File: src/rtl/vplane_pkg.sv
package vplane_pkg;
  localparam int NPL   = 4;
  localparam int SEL_W = $clog2(NPL);

  typedef enum logic [1:0] {
    MD_SEQ = 2'd0,
    MD_OE  = 2'd1,
    MD_C4  = 2'd2
  } vmode_e;
endpackage

File: src/rtl/vplane_rst_sync.sv
module vplane_rst_sync (
  input  logic clk,
  input  logic rst_n,
  output logic rst_sync_n
);
  logic meta_q;
  logic sync_q;

  always_ff @(posedge clk or negedge rst_n) begin
    if (!rst_n) begin
      meta_q <= 1'b0;
      sync_q <= 1'b0;
    end else begin
      meta_q <= 1'b1;
      sync_q <= meta_q;
    end
  end

  assign rst_sync_n = sync_q;
endmodule

File: src/rtl/vplane_mode_sel.sv
module vplane_mode_sel
  import vplane_pkg::*;
(
  input  logic   chain4_i,
  input  logic   gm_oe_i,
  input  logic   mg_oe_i,
  input  logic   sq_oe_i,
  output vmode_e mode_o
);
  logic all_oe;

  assign all_oe = gm_oe_i & mg_oe_i & sq_oe_i;

  // fixed priority: chained first, then paired, planar as fallback
  always_comb begin
    if (chain4_i)    mode_o = MD_C4;
    else if (all_oe) mode_o = MD_OE;
    else             mode_o = MD_SEQ;
  end
endmodule

File: src/rtl/vplane_mask_gen.sv
module vplane_mask_gen
  import vplane_pkg::*;
#(
  parameter bit HIPAGE_EXCL = 1'b0
) (
  input  vmode_e           mode_i,
  input  logic             wr_i,
  input  logic [SEL_W-1:0] lo_i,
  input  logic [SEL_W-1:0] rmap_i,
  input  logic             hipage_i,
  output logic [NPL-1:0]   mask_o
);
  localparam int HALF = NPL / 2;

  logic [HALF-1:0] pair;
  logic            hp_en;
  logic [NPL-1:0]  oe_mask;

  // odd byte -> odd plane of each pair
  assign pair  = lo_i[0] ? HALF'(2) : HALF'(1);
  assign hp_en = hipage_i & HIPAGE_EXCL;

  generate
    if (HIPAGE_EXCL) begin : g_excl
      assign oe_mask = {pair, hp_en ? {HALF{1'b0}} : pair};
    end else begin : g_mirror
      assign oe_mask = {pair, pair | {HALF{hp_en}}};
    end
  endgenerate

  always_comb begin
    unique case (mode_i)
      MD_C4:   mask_o = NPL'(1) << lo_i;
      MD_OE:   mask_o = oe_mask;
      default: mask_o = wr_i ? {NPL{1'b1}} : (NPL'(1) << rmap_i);
    endcase
  end
endmodule

File: src/rtl/vplane_ofs_gen.sv
module vplane_ofs_gen
  import vplane_pkg::*;
#(
  parameter int OFS_W = 17,
  parameter int OE_HI = 15
) (
  input  vmode_e           mode_i,
  input  logic [OFS_W-1:0] ofs_i,
  output logic [OFS_W-1:0] pofs_o
);
  logic [OFS_W-1:0] oe_keep;

  // keep mask for paired mode: bits 1..OE_HI pass, the rest are cleared
  generate
    for (genvar b = 0; b < OFS_W; b++) begin : g_keep
      assign oe_keep[b] = (b >= 1) && (b <= OE_HI);
    end
  endgenerate

  always_comb begin
    unique case (mode_i)
      MD_C4:   pofs_o = ofs_i >> SEL_W;
      MD_OE:   pofs_o = ofs_i & oe_keep;
      default: pofs_o = ofs_i;
    endcase
  end
endmodule

File: src/rtl/vplane_out_reg.sv
module vplane_out_reg
  import vplane_pkg::*;
#(
  parameter int OFS_W = 17
) (
  input  logic             clk,
  input  logic             rst_n,
  input  logic             en_i,
  input  logic [NPL-1:0]   mask_i,
  input  logic [OFS_W-1:0] pofs_i,
  output logic             vld_o,
  output logic [NPL-1:0]   mask_o,
  output logic [OFS_W-1:0] pofs_o
);
  logic             vld_d, vld_q;
  logic [NPL-1:0]   mask_d, mask_q;
  logic [OFS_W-1:0] pofs_d, pofs_q;

  always_comb begin
    vld_d  = en_i;
    mask_d = en_i ? mask_i : mask_q;
    pofs_d = en_i ? pofs_i : pofs_q;
  end

  always_ff @(posedge clk or negedge rst_n) begin
    if (!rst_n) begin
      vld_q  <= 1'b0;
      mask_q <= '0;
      pofs_q <= '0;
    end else begin
      vld_q  <= vld_d;
      mask_q <= mask_d;
      pofs_q <= pofs_d;
    end
  end

  assign vld_o  = vld_q;
  assign mask_o = mask_q;
  assign pofs_o = pofs_q;
endmodule

File: src/rtl/vplane_addr_xlate.sv
module vplane_addr_xlate
  import vplane_pkg::*;
#(
  parameter int OFS_W       = 17,
  parameter int OE_HI       = 15,
  parameter bit HIPAGE_EXCL = 1'b0
) (
  input  logic             clk,
  input  logic             rst_n,
  input  logic             req_i,
  input  logic             wr_i,
  input  logic [OFS_W-1:0] ofs_i,
  input  logic             chain4_i,
  input  logic             gm_oe_i,
  input  logic             mg_oe_i,
  input  logic             sq_oe_i,
  input  logic [SEL_W-1:0] rmap_i,
  input  logic             hipage_i,
  output logic             vld_o,
  output logic [NPL-1:0]   mask_o,
  output logic [OFS_W-1:0] pofs_o
);
  logic             rst_sync_n;
  vmode_e           mode;
  logic [NPL-1:0]   mask_c;
  logic [OFS_W-1:0] pofs_c;

  vplane_rst_sync u_rst (
    .clk        (clk),
    .rst_n      (rst_n),
    .rst_sync_n (rst_sync_n)
  );

  vplane_mode_sel u_mode (
    .chain4_i (chain4_i),
    .gm_oe_i  (gm_oe_i),
    .mg_oe_i  (mg_oe_i),
    .sq_oe_i  (sq_oe_i),
    .mode_o   (mode)
  );

  vplane_mask_gen #(.HIPAGE_EXCL(HIPAGE_EXCL)) u_mask (
    .mode_i   (mode),
    .wr_i     (wr_i),
    .lo_i     (ofs_i[SEL_W-1:0]),
    .rmap_i   (rmap_i),
    .hipage_i (hipage_i),
    .mask_o   (mask_c)
  );

  vplane_ofs_gen #(.OFS_W(OFS_W), .OE_HI(OE_HI)) u_ofs (
    .mode_i (mode),
    .ofs_i  (ofs_i),
    .pofs_o (pofs_c)
  );

  vplane_out_reg #(.OFS_W(OFS_W)) u_out (
    .clk    (clk),
    .rst_n  (rst_sync_n),
    .en_i   (req_i),
    .mask_i (mask_c),
    .pofs_i (pofs_c),
    .vld_o  (vld_o),
    .mask_o (mask_o),
    .pofs_o (pofs_o)
  );
endmodule

File: config.mk
export PLATFORM = sky130hd
export DESIGN_NAME = vplane_addr_xlate
export DESIGN_NICKNAME = d
export VERILOG_FILES = /design/src/rtl/vplane_pkg.sv /design/src/rtl/vplane_rst_sync.sv /design/src/rtl/vplane_mode_sel.sv /design/src/rtl/vplane_mask_gen.sv /design/src/rtl/vplane_ofs_gen.sv /design/src/rtl/vplane_out_reg.sv /design/src/rtl/vplane_addr_xlate.sv
export SDC_FILE = /design/constraint.sdc
export NUM_CORES = 1
export LEC_CHECK = 0
export ABC_AREA = 1
export CORE_ASPECT_RATIO = 0.7
export CORE_UTILIZATION = 35
export CTS_BUF_LIST = sky130_fd_sc_hd__clkbuf_4 sky130_fd_sc_hd__clkbuf_8
export DETAILED_ROUTE_END_ITERATION = 10
export PLACE_DENSITY_LB_ADDON = 0.1
export SYNTH_ARGS = -nofsm -noshare
export SYNTH_HDL_FRONTEND = slang
export SYNTH_HIERARCHICAL = 1
export SYNTH_SLANG_ARGS = --single-unit
export TNS_END_PERCENT = 20
File: constraint.sdc
create_clock -name clk -period 1.4 [get_ports clk]
set_clock_uncertainty 0.05 [all_clocks]
set_input_delay 0.14 -clock clk [delete_from_list [all_inputs] [get_ports clk]]
set_output_delay 0.14 -clock clk [all_outputs]
set_load 0.01 [all_outputs]
# Word level (Yosys, flattened, before mapping)
# Cells that the tools add are included.
[op_classes]
n_eq_ne = 2
bitwise = 2
shift = 2
muxes = 6
[ops]
columns = ["op", "n"]
rows = [
  ["$pmux W17 S2", 1],
  ["$pmux W4 S2", 1],
  ["$shl A1 B2 Y4 const A", 2],
  ["$mux W2", 2],
  ["$mux W4", 1],
  ["$and A1 B1 Y1", 2],
  ["$eq A2 B1 Y1 const B", 1],
  ["$eq A2 B2 Y1 const B", 1],
  ["$mux W1", 1],
]
[word_totals]
output_inout_bits = 22
register_bits = 24
wordCells = 17
input_bits = 28

# Logic depth before layout (Yosys ltp)
# Gate-level depths: netlist of run 1.
[logic_depth]
word_depth = 6
depth_mapped = 11
depth_no_buf = 11

# Hierarchy
# The synthesis of run 1 kept the hierarchy.
[modules_own_cells]
columns = ["module", "cells_each", "n_inst", "seq_area_each_um2", "area_per_inst_um2"]
rows = [
  ["vplane_out_reg", 90, 1, 550.5, 828.3],
  ["vplane_ofs_gen", 57, 1, 0.0, 292.8],
  ["vplane_mask_gen", 32, 1, 0.0, 148.9],
  ["vplane_rst_sync", 3, 1, 50.0, 53.8],
  ["vplane_mode_sel", 5, 1, 0.0, 25.0],
]

# Worst setup path after synthesis of run 1
# OpenSTA, ideal clock, no wires.
[synth_timing]
path_kind = "input port to flip-flop"
from = "input chain4_i"
to = "register u_out.pofs_q[1], in the netlist u_out/pofs_o[1]"
setup_time_ns = 0.117
required_time_ns = 1.233
slack_ns = -0.004
path_stages = 10
arrival_time_ns = 1.238
n_path_buf = 1
cell_sequence = "inv_1 -> nand2_1 -> nor2_2 -> inv_1 -> ha_1 -> buf_4 -> o21ai_0 -> nand2_1 -> nand2_1 -> nand2_1"
[synth_between]
elab_chain_len = 3
elab_cells_between_ends = 4
cone_classes = "eq/ne: 2; mux: 2"
[synth_rtl]
columns = ["item", "line", "rtl"]
rows = [
  ["start: declaration", "vplane_addr_xlate.sv:13", "input logic chain4_i,"],
  ["$mux W2 (*)", "vplane_mode_sel.sv:16", "if (chain4_i) mode_o = MD_C4;"],
  ["net mode[0]", "vplane_addr_xlate.sv:24", "vmode_e mode;"],
  ["$eq A2 B1 Y1 / $eq A2 B2 Y1 (equally long branches)", "vplane_ofs_gen.sv:21", "unique case (mode_i)"],
  ["$pmux W17 S2 (*)", "vplane_ofs_gen.sv:21", ""],
  ["net pofs_c[1]", "vplane_addr_xlate.sv:26", "logic [OFS_W-1:0] pofs_c;"],
  ["end signal: assignment", "vplane_out_reg.sv:33", "pofs_q <= pofs_d;"],
  ["end: declaration", "vplane_out_reg.sv:17", "logic [OFS_W-1:0] pofs_d, pofs_q;"],
]
# Mark *: on every way through the listed nets, which the timed path passes. The rest lies on a longest branch.
# A chain may end at the register's enable or synchronous reset.

# Final worst setup path of run 1
[layout_timing]
from = "register u_out.pofs_q[3], in the netlist u_out/pofs_o[3]"
to = "output pofs_o[3]"
[layout_rtl]
columns = ["item", "line", "rtl"]
rows = [
  ["end: declaration", "vplane_addr_xlate.sv:21", "output logic [OFS_W-1:0] pofs_o"],
]
# No word-level cell between the ends.

==> results.yml, run 1 <==
power:
  ir_drop_uv: 320
  combinationalPowerShare_pct: 29.5
  p_seq_share_pct: 44.4
  power.net_switching_mw: 0.500
  p_total_mw: 1.80
  pwr-share-clk_pct: 26.1
  cellLeakagePower_nw: 1.15
  power_density_nw_per_um2: 871
  p_sw_share_pct: 27.7
  p_int_mw: 1.30
finish:
  final_layout_size_suffix_gt1_share_pct: 11.7
  fin_cells: 289
  fin_util_pct: 57.5
  area.growth.synth_to_final_pct: 53.5
  fillers: 332
  final_cell_mix: "nand2_1, clkdlybuf4s50_1, dfrtp_1"
  layout.area.seq_um2: 601
  final_common_cell: "nand2_1"
  stdcell_area_um2: 2070
  multiInputGateArea_um2: 676
  diodes: 0
  fin_nets: 272
yosys:
  syn-num-nets: 219
  syn_inst: 187
  synth_cell_types: 16
  syn_avg_cell_area_um2: 7.21
  synth_area_um2: 1350
  ys_warn_count: 6
  ys_seq_elements: 24
  synth.yosys.seq_area_share_pct: 44.5
timing:
  tns_ns: 0
  fin_crit_ns: 1.36
  hold_violations: 0
  hold-worst-slack_ns: 0.168
  rsz0062_at_grt: "no"
  fin_ws_ns: 0.0432
  final-setup-viol-count: 0
  fmax_ghz: 0.737
  fin_crit_sh_pct: 96.9
  drv_slew: 0
placement:
  placed_area_um2: 1870
  dp_cells: 280
  hpwlAfterDp_um: 2280
  io_buffer_count: 48
  place_ws_ns: -0.412
  gp_congestion: 0.769
worst_setup_path:
  critPathKind: "flip-flop to output port"
  crit_path_cell_trace: "clkdlybuf4s50_1"
  start_kind: "flip-flop"
  cp_data_arrival_time_ns: 1.17
  timing.rr.start: "u_out/pofs_o[10]"
  worst-path-buf-inv: 1
  slowest_stage: "clkdlybuf4s50_1"
  cp_max_fo: 2
  startpoint: "u_out/pofs_o[3]"
  path_delay_family: "buffers and inverters"
  end_kind: "output port"
  critical-path-max-stage-delay_ns: 0.54
  critPathRequiredTime_ns: 1.21
global_routing:
  busiest_layer: "met2"
  use_met1_pct: 20.9
  grt_overflow: 0
  grt_pass1_wl_um: 5060
  antenna_found_initial: 0
  grt_util_met2_pct: 26.8
  met3_usage_pct: 4.41
  grt_max_degree: 23
  grt_pass1_vias: 1111
  grt_usage_pct: 16.0
drt:
  drc: 0
  vias: 1328
  totalWireLength_um: 3270
  wl_per_cell_um: 11.3
  drt_iter0_markers: 55
  first_pass_iters: 4
  drtAntennaViolNets: 0
  viasPerCell: 4.60
clocking:
  clock-sinks: 24
  clock_path_buffers: 2
  root_buffer: "clkbuf_8"
  cts_tree: "built"
  worstSkewPairLatency_ns: 0.27
  cts-htree-levels: 1
  clkTransAtPathRegs_ns: 0.08
  cts_buffers: 3
die:
  std_cell_rows: 18
  io_pins: 50
  initial_core_util_pct: 37.4
  die_w_um: 76.2
  die_h_um: 53.9
  core-area_um2: 3600
  design.die.area_um2: 4110
hold_path:
  worst_hold_path_type: "flip-flop to async pin"
outcome:
  status: "completed"
run:
  maxCapViolations: 0
-- flip-flops by register name, indices dropped and copies added (netlist names) --
signal,flops
u_rst/rst_sync_n,1
u_rst/meta_q,1
u_out/mask_o,4
u_out/vld_o,1
u_out/pofs_o,17
-- metal layers --
metal  wire (µm)  part of all wire (%)
met2        1570                    48
met3         146                   4.5
met5           0                     0
met4          27                  0.82
met1        1530                    47
-- repair_timing --
action                     CTS  global route
cloned                       0             1
hold endpoints to repair     2             0
setup buffers                2             1
setup endpoints to repair   20            27
hold buffers                 1             0
pin swaps                    2             9
resized for setup           12            25
-- Yosys cell counts (all sizes together) --
cell | count | share of area (%)
buf | 9 | 5.7
conb | 1 | 0.28
dfrtp | 24 | 45
ha | 4 | 3.7
inv | 14 | 3.9
nand2 | 98 | 27
nand3 | 19 | 7.4
nor2 | 1 | 0.46
o21a | 1 | 0.56
o21ai | 16 | 6.2
-- path summary, 6_finish.rpt --
| kind | slack (ns) | cells after the start | endpoint |
|---|---|---|---|
| setup reg to reg | 0.72 | 2 | u_out/pofs_o[10] |
| hold reg to reg | 0.17 | 1 | u_out/pofs_o[6] |
| max in group asynchronous | 0.68 | 2 | u_rst/rst_sync_n |
| setup / recovery | 0.04 | 1 | pofs_o[3] |
| min in group clk | 0.31 | 0 | u_rst/rst_sync_n |
| hold / removal | 0.17 | 1 | u_out/pofs_o[6] |
-- power by group through the flow --
| stage | registers (mW) | clock network (mW) | logic (mW) |
|---|---|---|---|
| global placement | 0.812 | 0 | 0.488 |
| CTS | 0.802 | 0.487 | 0.516 |
| global route | 0.809 | 0.511 | 0.586 |
| floorplan | 0.855 | 0 | 0.193 |
| finish | 0.800 | 0.471 | 0.532 |
| detailed placement | 0.815 | 0 | 0.492 |
-- area by class of cell --
class	count	area share, %
flip-flops and latches	24	29.0
clock buffers	4	2.66
inverters	14	2.66
repair buffers	57	30.0
multi-input cells	140	32.6
well taps	50	3.02
-- logic make-up (layout without fill, tap and decap cells) --
kind of cell,Yosys count,in the layout,synth area share (%)
AND/OR/NAND/NOR,118,118,35.2
buffers and inverters,23,75,9.55
adder cells (fa/ha/maj),4,4,3.71
flip-flops,24,24,44.5
AO/OA/AOI/OAI,17,17,6.77
other,1,1,0.278
Power figures use the tool's default switching activity.
==> run 2, diff against run 1 <==
- CAP_MARGIN: not set -> 40
- PLACE_DENSITY: not set -> 0.66
- PLACE_DENSITY_LB_ADDON: 0.1 -> not set
==> results.yml, run 2 (synthesis gave the netlist of run 1 again) <==
clocking:
  clkTransAtPathRegs_ns: 0.08
  cts-htree-levels: 1
  root_buffer: "clkbuf_8"
  cts_tree: "built"
  cts_buffers: 3
  clock_path_buffers: 2
  worstSkewPairLatency_ns: 0.27
  clock-sinks: 24
die:
  io_pins: 50
  die_w_um: 76.2
  design.die.area_um2: 4110
  initial_core_util_pct: 37.4
  core-area_um2: 3600
  die_h_um: 53.9
  std_cell_rows: 18
placement:
  hpwlAfterDp_um: 2240
  dp_cells: 280
  io_buffer_count: 48
  gp_congestion: 0.786
  place_ws_ns: -0.422
  placed_area_um2: 1870
worst_setup_path:
  path_delay_family: "buffers and inverters"
  end_kind: "output port"
  cp_max_fo: 2
  start_kind: "flip-flop"
  slowest_stage: "clkdlybuf4s50_1"
  worst-path-buf-inv: 1
  critPathKind: "flip-flop to output port"
  critPathRequiredTime_ns: 1.21
  crit_path_cell_trace: "clkdlybuf4s50_1"
  critical-path-max-stage-delay_ns: 0.54
  cp_data_arrival_time_ns: 1.16
finish:
  final_common_cell: "nand2_1"
  final_cell_mix: "nand2_1, clkdlybuf4s50_1, dfrtp_1"
  fin_nets: 274
  fillers: 362
  fin_cells: 291
  final_layout_size_suffix_gt1_share_pct: 13.3
  fin_util_pct: 58.1
  largest_reg_flops: 17
  stdcell_area_um2: 2090
  diodes: 0
  area.growth.synth_to_final_pct: 55.1
global_routing:
  antenna_found_initial: 0
  grt_usage_pct: 17.2
  grt_pass1_vias: 1142
  grt_overflow: 0
  grt_max_degree: 23
  grt_pass1_wl_um: 5340
drt:
  first_pass_iters: 4
  vias: 1309
  drtAntennaViolNets: 0
  totalWireLength_um: 3290
  drt_iter0_markers: 60
  drc: 0
  wl_per_cell_um: 11.3
  viasPerCell: 4.50
timing:
  hold-worst-slack_ns: 0.175
  fmax_ghz: 0.740
  fin_crit_ns: 1.35
  final-setup-viol-count: 0
  fin_ws_ns: 0.0495
  hold_violations: 0
  fin_crit_sh_pct: 96.5
  tns_ns: 0
  drv_slew: 0
power:
  cellLeakagePower_nw: 1.18
  pwr-share-clk_pct: 31.1
  power.net_switching_mw: 0.505
  p_int_mw: 1.43
  p_seq_share_pct: 41.4
  power_density_nw_per_um2: 925
  ir_drop_uv: 492
  combinationalPowerShare_pct: 27.5
  p_sw_share_pct: 26.1
  p_total_mw: 1.94
outcome:
  status: "completed"
run:
  maxCapViolations: 0
hold_path:
  worst_hold_path_type: "flip-flop to async pin"
## run 2: changes by cell type in the layout (fill, tap and decap cells not counted), moves of 2 or more
cell	change
o21ai_1	-4
buf_6	+3
clkdlybuf4s50_1	-2
o21ai_0	+2
o21ai_2	+2
## run 2: layer usage
metal,global-route usage [%],part of all wire [%],vias to the layer above
met1,24.2,53,583
met2,26.2,42,36
met4,6.73,1.3,0
li1,-,-,686
met5,0,0,-
met3,3.39,4.1,4
## run 2: final cells by class
type	count	area, µm²	share of cell area [%]
Timing Repair Buffer	59	617	29.5
Clock buffer	3	41.3	1.97
Tap cell	50	62.6	2.99
Inverter	14	57.6	2.75
Multi-Input combinational cell	140	683	32.7
Clock inverter	1	30.0	1.44
Sequential cell	24	601	28.7
## run 2: power by group through the flow
| stage | Combinational [mW] | Clock, mW | Sequential, mW |
|---|---|---|---|
| detailed placement | 0.493 | 0 | 0.816 |
| finish | 0.533 | 0.603 | 0.800 |
| CTS | 0.524 | 0.627 | 0.802 |
| global placement | 0.489 | 0 | 0.815 |
| global route | 0.591 | 0.651 | 0.809 |
| floorplan | 0.193 | 0 | 0.855 |
## run 2: worst paths after layout
kind                                       start          endpoint  slack (ns)  cells after the start
worst max-delay path             u_out/pofs_o[7]         pofs_o[7]        0.05                      1
worst min-delay path            u_rst/rst_sync_n   u_out/pofs_o[8]        0.17                      1
worst max register to register   u_out/mask_o[3]   u_out/mask_o[3]        0.73                      2
worst min register to register  u_rst/rst_sync_n   u_out/pofs_o[8]        0.17                      1
max in group asynchronous                  rst_n      u_rst/meta_q        0.66                      2
min in group clk                    u_rst/meta_q  u_rst/rst_sync_n        0.30                      0
## run 2: timing repair
| item | CTS | global route |
|---|---|---|
| hold buffers | 1 | 0 |
| gates cloned | 0 | 1 |
| pin swaps | 5 | 9 |
| endpoints found under the hold margin | 2 | 0 |
| endpoints found under the setup margin | 20 | 29 |
| resized for setup | 21 | 22 |
| setup buffers | 5 | 0 |
